===== src/rtl/itxt_pkg.sv =====
package itxt_pkg;

  typedef enum logic [2:0] {
    BASE_BIN = 3'd0,
    BASE_OCT = 3'd1,
    BASE_DEC = 3'd2,
    BASE_HEX = 3'd3,
    BASE_CHR = 3'd4
  } base_e;

  typedef enum logic [1:0] {
    ST_IDLE = 2'd0,
    ST_CONV = 2'd1,
    ST_PREP = 2'd2,
    ST_EMIT = 2'd3
  } state_e;

  // bits of source material consumed by one output character
  function automatic logic [3:0] digit_bits(input base_e b);
    case (b)
      BASE_BIN: digit_bits = 4'd1;
      BASE_OCT: digit_bits = 4'd3;
      BASE_CHR: digit_bits = 4'd8;
      default:  digit_bits = 4'd4;
    endcase
  endfunction

  function automatic logic [7:0] nibble_ascii(input logic [3:0] d);
    if (d < 4'd10) nibble_ascii = 8'h30 + {4'b0, d};
    else           nibble_ascii = 8'h57 + {4'b0, d};
  endfunction

endpackage


===== src/rtl/itxt_bcd_conv.sv =====
module itxt_bcd_conv #(
  parameter int VAL_W = 64,
  parameter int DIG   = 20
) (
  input  logic               clk,
  input  logic               rst_n,
  input  logic               load,
  input  logic [VAL_W-1:0]   bin,
  output logic               done,
  output logic [4*DIG-1:0]   bcd
);

  localparam int BCD_W = 4 * DIG;
  localparam int CNT_W = $clog2(VAL_W + 1);

  logic [VAL_W-1:0] sh_q, sh_d;
  logic [BCD_W-1:0] bcd_q, bcd_d, adj;
  logic [CNT_W-1:0] cnt_q, cnt_d;
  logic             act_q, act_d;
  logic             step_en;

  // add-3 correction on every BCD digit before each shift
  generate
    for (genvar g = 0; g < DIG; g++) begin : g_adj
      assign adj[4*g +: 4] = (bcd_q[4*g +: 4] >= 4'd5) ? bcd_q[4*g +: 4] + 4'd3
                                                      : bcd_q[4*g +: 4];
    end
  endgenerate

  always_comb begin
    step_en = load || (cnt_q != '0);
    sh_d    = sh_q;
    bcd_d   = bcd_q;
    cnt_d   = cnt_q;
    act_d   = act_q;
    if (load) begin
      sh_d  = bin;
      bcd_d = '0;
      cnt_d = CNT_W'(VAL_W);
      act_d = 1'b1;
    end else if (cnt_q != '0) begin
      bcd_d = BCD_W'({adj, sh_q[VAL_W-1]});
      sh_d  = sh_q << 1;
      cnt_d = cnt_q - 1'b1;
    end
  end

  always_ff @(posedge clk or negedge rst_n) begin
    if (!rst_n) begin
      sh_q  <= '0;
      bcd_q <= '0;
      cnt_q <= '0;
      act_q <= 1'b0;
    end else if (step_en) begin
      sh_q  <= sh_d;
      bcd_q <= bcd_d;
      cnt_q <= cnt_d;
      act_q <= act_d;
    end
  end

  assign done = act_q && (cnt_q == '0);
  assign bcd  = bcd_q;

  function automatic logic all_decimal(input logic [BCD_W-1:0] v);
    all_decimal = 1'b1;
    for (int k = 0; k < DIG; k++)
      if (v[4*k +: 4] > 4'd9) all_decimal = 1'b0;
  endfunction

  // a finished conversion holds only legal decimal digits
  assert_bcd_digits_R4: assert property (@(posedge clk) disable iff (!rst_n)
    done |-> all_decimal(bcd_q));

endmodule


===== src/rtl/itxt_len_calc.sv =====
module itxt_len_calc
  import itxt_pkg::*;
#(
  parameter int VAL_W = 64,
  parameter int DIG   = 20,
  parameter int SZ_W  = 7
) (
  input  base_e              base,
  input  logic [VAL_W-1:0]   raw,
  input  logic [4*DIG-1:0]   bcd,
  input  logic [SZ_W-1:0]    size,
  input  logic               zfill,
  output logic [SZ_W-1:0]    ndig
);

  logic [SZ_W-1:0] top_bit;
  logic [SZ_W-1:0] top_nib;

  always_comb begin
    top_bit = '0;
    for (int i = 0; i < VAL_W; i++)
      if (raw[i]) top_bit = SZ_W'(i);
    top_nib = '0;
    for (int k = 0; k < DIG; k++)
      if (bcd[4*k +: 4] != 4'd0) top_nib = SZ_W'(k);
  end

  always_comb begin
    case (base)
      BASE_BIN: ndig = zfill ? size : top_bit + SZ_W'(1);
      BASE_OCT: ndig = zfill ? (size + SZ_W'(2)) / SZ_W'(3)
                             : top_bit / SZ_W'(3) + SZ_W'(1);
      BASE_DEC: ndig = top_nib + SZ_W'(1);
      BASE_CHR: ndig = size >> 3;
      default:  ndig = zfill ? (size + SZ_W'(3)) >> 2
                             : (top_bit >> 2) + SZ_W'(1);
    endcase
  end

endmodule


===== src/rtl/itxt_char_pick.sv =====
module itxt_char_pick
  import itxt_pkg::*;
#(
  parameter int VAL_W = 64,
  parameter int DIG   = 20,
  parameter int SZ_W  = 7,
  parameter int LEN_W = 8
) (
  input  base_e              base,
  input  logic [VAL_W-1:0]   raw,
  input  logic [4*DIG-1:0]   bcd,
  input  logic [LEN_W-1:0]   pos,
  input  logic [LEN_W-1:0]   tot,
  input  logic [LEN_W-1:0]   padn,
  input  logic [SZ_W-1:0]    ndig,
  input  logic               has_sign,
  input  logic [7:0]         sign_ch,
  input  logic               left,
  input  logic               pad_zero,
  output logic [7:0]         ch
);

  localparam int SRC_W = ((4 * DIG > VAL_W) ? 4 * DIG : VAL_W) + 8;
  localparam int SH_W  = LEN_W + 4;

  logic [LEN_W-1:0] sgn, nd, idx;
  logic             is_pad, is_sign;
  logic [SRC_W-1:0] src;
  logic [SH_W-1:0]  shamt;
  logic [7:0]       slice, dig_ch, pad_ch;
  logic [3:0]       d;

  // decide which part of the field the current position falls in
  always_comb begin
    sgn     = LEN_W'(has_sign);
    nd      = LEN_W'(ndig);
    is_pad  = 1'b0;
    is_sign = 1'b0;
    idx     = tot - pos - LEN_W'(1);
    if (left) begin
      idx = nd - LEN_W'(1) - (pos - sgn);
      if (pos < sgn)           is_sign = 1'b1;
      else if (pos >= sgn + nd) is_pad = 1'b1;
    end else if (pad_zero) begin
      if (pos < sgn)             is_sign = 1'b1;
      else if (pos < sgn + padn) is_pad  = 1'b1;
    end else begin
      if (pos < padn)            is_pad  = 1'b1;
      else if (pos < padn + sgn) is_sign = 1'b1;
    end
  end

  // fetch the digit or byte with index idx (0 = least significant)
  always_comb begin
    src    = (base == BASE_DEC) ? SRC_W'(bcd) : SRC_W'(raw);
    shamt  = SH_W'(idx) * SH_W'(digit_bits(base));
    slice  = 8'(src >> shamt);
    case (base)
      BASE_BIN: d = {3'b0, slice[0]};
      BASE_OCT: d = {1'b0, slice[2:0]};
      default:  d = slice[3:0];
    endcase
    dig_ch = (base == BASE_CHR) ? slice : nibble_ascii(d);
    pad_ch = pad_zero ? 8'h30 : 8'h20;
    if (is_sign)     ch = sign_ch;
    else if (is_pad) ch = pad_ch;
    else             ch = dig_ch;
  end

endmodule


===== src/rtl/int_text_streamer.sv =====
module int_text_streamer
  import itxt_pkg::*;
#(
  parameter int VAL_W = 64,
  parameter int WID_W = 7,
  localparam int SZ_W = $clog2(VAL_W + 1)
) (
  input  logic               clk,
  input  logic               rst_n,
  input  logic               start,
  input  logic [VAL_W-1:0]   value,
  input  logic [SZ_W-1:0]    size,
  input  logic [2:0]         base,
  input  logic               left_just,
  input  logic               pad_zero,
  input  logic [WID_W-1:0]   width,
  input  logic               plus_flag,
  input  logic               zero_fill,
  input  logic               signed_en,
  output logic               busy,
  output logic               out_valid,
  input  logic               out_ready,
  output logic [7:0]         out_byte
);

  localparam int BCD_DIG = (VAL_W * 31) / 100 + 1;
  localparam int BCD_W   = 4 * BCD_DIG;
  localparam int LEN_W   = ((WID_W > SZ_W) ? WID_W : SZ_W) + 1;

  // reset: asserted at once, released through two flops
  logic [1:0] rsync_q;
  logic       rst_i_n;

  always_ff @(posedge clk or negedge rst_n) begin
    if (!rst_n) rsync_q <= 2'b00;
    else        rsync_q <= {rsync_q[0], 1'b1};
  end
  assign rst_i_n = rsync_q[1];

  state_e           state_q, state_d;
  logic [VAL_W-1:0] raw_q;
  base_e            base_q;
  logic [SZ_W-1:0]  size_q;
  logic             left_q, padz_q, zf_q, sgn_q;
  logic [WID_W-1:0] width_q;
  logic [7:0]       sgnch_q;
  logic [SZ_W-1:0]  nd_q;
  logic [LEN_W-1:0] tot_q, padn_q, pos_q;

  logic             ld_en, prep_en, pos_en, accept, last_pos, conv_done;
  logic             is_dec, topb, neg, sgn_d;
  base_e            base_in;
  logic [VAL_W-1:0] mask, masked, mag;
  logic [7:0]       sgnch_d;
  logic [SZ_W-1:0]  nd_w;
  logic [LEN_W-1:0] len_w, padn_d, tot_d, pos_d;
  logic [BCD_W-1:0] bcd_w;

  // capture-side arithmetic: mask to size, take magnitude, pick the sign
  always_comb begin
    base_in = base_e'(base);
    is_dec  = (base_in == BASE_DEC);
    mask    = (size >= SZ_W'(VAL_W)) ? '1 : ((VAL_W'(1) << size) - VAL_W'(1));
    masked  = value & mask;
    topb    = |(masked & ~(mask >> 1));
    neg     = is_dec && signed_en && topb;
    mag     = neg ? ((~masked + VAL_W'(1)) & mask) : masked;
    sgn_d   = is_dec && (neg || plus_flag);
    sgnch_d = neg ? 8'h2D : 8'h2B;
  end

  itxt_bcd_conv #(.VAL_W(VAL_W), .DIG(BCD_DIG)) u_bcd (
    .clk   (clk),
    .rst_n (rst_i_n),
    .load  (ld_en && is_dec),
    .bin   (mag),
    .done  (conv_done),
    .bcd   (bcd_w)
  );

  itxt_len_calc #(.VAL_W(VAL_W), .DIG(BCD_DIG), .SZ_W(SZ_W)) u_len (
    .base  (base_q),
    .raw   (raw_q),
    .bcd   (bcd_w),
    .size  (size_q),
    .zfill (zf_q),
    .ndig  (nd_w)
  );

  itxt_char_pick #(.VAL_W(VAL_W), .DIG(BCD_DIG), .SZ_W(SZ_W), .LEN_W(LEN_W)) u_pick (
    .base     (base_q),
    .raw      (raw_q),
    .bcd      (bcd_w),
    .pos      (pos_q),
    .tot      (tot_q),
    .padn     (padn_q),
    .ndig     (nd_q),
    .has_sign (sgn_q),
    .sign_ch  (sgnch_q),
    .left     (left_q),
    .pad_zero (padz_q),
    .ch       (out_byte)
  );

  assign out_valid = (state_q == ST_EMIT);
  assign busy      = (state_q != ST_IDLE);
  assign accept    = out_valid && out_ready;
  assign last_pos  = (pos_q == tot_q - LEN_W'(1));

  // next-state logic
  always_comb begin
    state_d = state_q;
    ld_en   = 1'b0;
    prep_en = 1'b0;
    case (state_q)
      ST_IDLE: if (start) begin
        ld_en   = 1'b1;
        state_d = is_dec ? ST_CONV : ST_PREP;
      end
      ST_CONV: if (conv_done) state_d = ST_PREP;
      ST_PREP: begin
        prep_en = 1'b1;
        state_d = ST_EMIT;
      end
      ST_EMIT: if (accept && last_pos) state_d = ST_IDLE;
      default: state_d = ST_IDLE;
    endcase
  end

  // field geometry and output position
  always_comb begin
    len_w  = LEN_W'(nd_w) + LEN_W'(sgn_q);
    padn_d = (LEN_W'(width_q) > len_w) ? LEN_W'(width_q) - len_w : '0;
    tot_d  = len_w + padn_d;
    pos_en = prep_en || accept;
    pos_d  = prep_en ? '0 : pos_q + LEN_W'(1);
  end

  always_ff @(posedge clk or negedge rst_i_n) begin
    if (!rst_i_n) begin
      state_q <= ST_IDLE;
      raw_q   <= '0;
      base_q  <= BASE_BIN;
      size_q  <= '0;
      left_q  <= 1'b0;
      padz_q  <= 1'b0;
      zf_q    <= 1'b0;
      sgn_q   <= 1'b0;
      width_q <= '0;
      sgnch_q <= '0;
      nd_q    <= '0;
      tot_q   <= '0;
      padn_q  <= '0;
      pos_q   <= '0;
    end else begin
      state_q <= state_d;
      if (ld_en) begin
        raw_q   <= mag;
        base_q  <= base_in;
        size_q  <= size;
        left_q  <= left_just;
        padz_q  <= pad_zero;
        zf_q    <= zero_fill && !is_dec;
        sgn_q   <= sgn_d;
        width_q <= width;
        sgnch_q <= sgnch_d;
      end
      if (prep_en) begin
        nd_q   <= nd_w;
        tot_q  <= tot_d;
        padn_q <= padn_d;
      end
      if (pos_en) pos_q <= pos_d;
    end
  end

  assert_stall_hold_R11: assert property (@(posedge clk) disable iff (!rst_i_n)
    (out_valid && !out_ready) |=> (out_valid && $stable(out_byte)));

  assert_valid_in_busy_R12: assert property (@(posedge clk) disable iff (!rst_i_n)
    out_valid |-> busy);

  assert_busy_from_start_R12: assert property (@(posedge clk) disable iff (!rst_i_n)
    $rose(busy) |-> $past(start));

  assert_field_len_R7: assert property (@(posedge clk) disable iff (!rst_i_n)
    out_valid |-> ((tot_q >= LEN_W'(nd_q) + LEN_W'(sgn_q)) && (tot_q >= LEN_W'(width_q))));

  assert_idle_quiet_R1: assert property (@(posedge clk) disable iff (!rst_i_n)
    !busy |-> !out_valid);

endmodule


===== config.mk =====
export PLATFORM = sky130hd
export DESIGN_NAME = int_text_streamer
export DESIGN_NICKNAME = d
export VERILOG_FILES = /design/src/rtl/itxt_pkg.sv /design/src/rtl/itxt_bcd_conv.sv /design/src/rtl/itxt_len_calc.sv /design/src/rtl/itxt_char_pick.sv /design/src/rtl/int_text_streamer.sv
export SDC_FILE = /design/constraint.sdc
export NUM_CORES = 1
export LEC_CHECK = 0
export ABC_AREA = 1
export BUFFER_PORTS_ARGS = -buffer_cell sky130_fd_sc_hd__buf_2
export CORE_MARGIN = 5
export CORE_UTILIZATION = 65
export CTS_CLUSTER_DIAMETER = 80
export DETAILED_ROUTE_END_ITERATION = 10
export PLACE_DENSITY = 0.93
export SYNTH_ARGS = -nofsm -noshare
export SYNTH_HDL_FRONTEND = slang
export SYNTH_SLANG_ARGS = --single-unit

===== constraint.sdc =====
create_clock -name clk -period 18.2 [get_ports clk]
set_input_delay 3.64 -clock clk [delete_from_list [all_inputs] [get_ports clk]]
set_output_delay 3.64 -clock clk [all_outputs]
set_load 0.01 [all_outputs]

==> results_dict.tcl <==
set metrics [dict create \
    ys_async_sr_fraction_pct 100 \
    htree_num_levels 2 \
    grt_max_degree 88 \
    worst_slew_pin_slew_ps 1090 \
    rows 74 \
    synth_top_area_share_pct 25.8 \
    fin_setup_tns_ps 0 \
    setup_viol 0 \
    final_cell_mix "nand2_1, inv_1, o21ai_0" \
    die_h_um 213 \
    yosysWarnings 0 \
    synth.avg_cell_area_um2 6.32 \
    synth_compound_area_share_pct 21.8 \
    fmax_mhz 84.0 \
    track_usage_pct 35.0 \
    synth_cell_types 72 \
    grt_pass1_wl_um 132000 \
    nets 4452 \
    drive_gt1_share_pct 7.40 \
    vias 28900 \
    post-route-period-util_pct 65.4 \
    status "complete, no violations" \
    antenna_found_initial 1 \
    hold_class "reg2reg" \
    timing.slew.headroom_pct 27.2 \
    worstSetupPathType "reg2out" \
    dpl.cell_count 4700 \
    dpl.hpwl_um 60100 \
    final_common_cell "nand2_1" \
    fillers 3432 \
    finalNonFillerCells 4761 \
    synthCells 4219 \
    insertion_delay_ps 530 \
    cp_num_buf_inv 7 \
    start_util_pct 65.5 \
    p_leak_uw 0.0147 \
    path_max_fanout 75 \
    drc 0 \
    synth_top_family_by_area "simple AND/OR/NAND/NOR gates" \
    die-width_um 213 \
    fin_skew_ps 16.2 \
    firstDrtPassIters 6 \
    drt-initial-drc-count 3516 \
    cp.arrival_ps 8260 \
    io_pins 100 \
    cpMaxStageDelayCell "nor2_1" \
    cts_root_buf "clkbuf_16" \
    synth_xor_area_share_pct 2.99 \
    yosys.area.top_type "dfrtp_1" \
    synth_flop_cell "dfrtp_1" \
    cts_buffers 34 \
    postRouteAntennaNets 0 \
    hold_buffers 0 \
    cpPeakStageDelay_ps 640 \
    slew_viol_final 0 \
    fin_crit_ps 11900 \
    grt_pass1_vias 26900 \
    fin_total_pwr_uw 1440 \
    clock_path_buffers 3 \
    cpMostUsedCell "nand2_1" \
    vias_per_cell 6.07 \
    ctsResizeCount 0 \
    core_um2 40700 \
    final_hold_viol_count 0 \
    gp_congestion 1.02 \
    power.density_nw_per_um2 50.7 \
    grt-ovfl-total 0 \
    clk_pin_slew_ps 60 \
    synth.area.top_cells "dfrtp_1, nand2_1, o21ai_0" \
    synthAdderAreaFrac_pct 7.89 \
    max-cap-violations 0 \
    cp-end-kind "output port" \
    wire_per_inst_um 16.9 \
    postCtsSetupBuffers 0 \
    cts_tree "built" \
    yosysSeqAreaShare_pct 25.8 \
    syn-cell-area_um2 26700 \
    clock-sinks 275 \
    synth_nets 4467 \
    ys_ff_latch 275 \
    wl_um 80500 \
    startpoint_type "flop" \
    muxShareOfSynthArea_pct 0.792 \
    fp.dieArea_um2 45200 \
    synthSimpleGateAreaFrac_pct 28.8 \
    crit_required_ps 14560 \
    rsz0062_at_grt "no" \
    n_antenna_cell 0 \
    synth-edff-count 0 \
    critical-path-top-delay-family "simple AND/OR/NAND/NOR gates" \
    io_buffers 99 \
    syn_to_final_growth_pct 6.81 \
    ir_drop_mv 0.0479 \
]
[report_power, final]
part,internal [uW],total (uW),switching [uW]
clock network,408,689,280
logic,40.7,142,101
registers,612,614,2.51
total,1060,1440,384
[final cells by class]
class	instances	area (um^2)	share of cell area, %
Clock buffer	47	981	3.44
Clock inverter	14	146	0.514
Inverter	660	2480	8.72
Sequential cell	275	6890	24.2
Tap cell	532	666	2.34
Timing Repair Buffer	124	683	2.40
Multi-Input combinational cell	3109	16700	58.4
[flip-flops by register name, summed over array words and instances, names as in the netlist, 3 cells and up]
name and flops:
u_bcd.cnt_q 7, base_q 3, pos_q 8, padn_q 8
u_bcd.sh_q 64, size_q 7, width_q 7, u_bcd.bcd 80
raw_q 64, nd_q 7, tot_q 8, sgnch_q 3
[final timing paths]
kind                            start             end  slack, ps  cells past startpoint
setup / recovery            base_q[2]     out_byte[2]       6300                     39
hold / removal             rsync_q[0]      rsync_q[1]        360                      0
setup reg to reg             raw_q[2]        tot_q[7]       7380                    109
hold reg to reg            rsync_q[0]      rsync_q[1]        360                      0
max in group asynchronous       rst_n      rsync_q[1]      15220                      1
min in group asynchronous  rsync_q[1]  u_bcd.sh_q[12]        400                      0
[per-stage QoR]
| stage | area, um^2 | util [%] | hold WS [ps] | worst slack (ps) |
|---|---|---|---|---|
| 2_1_floorplan | 26700 | - | 331 | 8180 |
| 3_3_place_gp | 27400 | 67.2 | 337 | 7170 |
| 3_5_place_dp | 27400 | 67.2 | 339 | 6970 |
| 4_1_cts | 28500 | 70.0 | 358 | 6400 |
| 5_1_grt | 28500 | 70.0 | 364 | 5420 |
| 6_report | 28500 | 70.0 | 357 | 6300 |
[cell usage after synthesis (6+ instances only)]
cell,instances
a211oi_1,24
a21boi_0,6
a21oi_1,170
a221oi_1,8
a22oi_1,22
a311oi_1,7
a31oi_1,19
buf_1,32
buf_2,14
clkbuf_1,125
clkinv_1,13
dfrtp_1,275
fa_1,17
ha_1,141
inv_1,605
inv_2,41
mux2i_1,20
nand2_1,988
nand2_2,6
nand3_1,154
nand3b_1,9
nand4_1,38
nor2_1,464
nor2_2,16
nor2_4,11
nor3_1,83
nor3_2,7
nor3b_1,7
nor4_1,17
o211ai_1,33
o21a_1,7
o21ai_0,481
o21ai_1,37
o21bai_1,18
o221ai_1,25
o22ai_1,99
o31ai_1,12
or2_2,11
xnor2_1,22
xor2_1,69
[worst register-to-register path: cells and delay by family (launching register included)]
family | cells | cell delay (ps)
AO/OA/AOI/OAI | 9 | 1850
XOR/XNOR | 2 | 520
adder cells (fa/ha/maj) | 4 | 1040
buffers and inverters | 5 | 410
flip-flops | 1 | 390
AND/OR/NAND/NOR | 89 | 6470
[routing by layer]
| metal | up-vias | GRT usage, % | share of wire [%] |
|---|---|---|---|
| met5 | - | 0 | 0.016 |
| met4 | 2 | 13.7 | 4.5 |
| met3 | 271 | 5.65 | 10 |
| met2 | 1549 | 56.9 | 45 |
| met1 | 13200 | 47.1 | 40 |
| li1 | 13800 | - | - |
[cells by family after synthesis]
family,Yosys count
AND/OR/NAND/NOR,1830
flip-flops,275
multiplexers,21
buffers and inverters,835
XOR/XNOR,91
adder cells (fa/ha/maj),158
other,1
AO/OA/AOI/OAI,1008
Note: power is estimated with default switching activity, not from simulation.
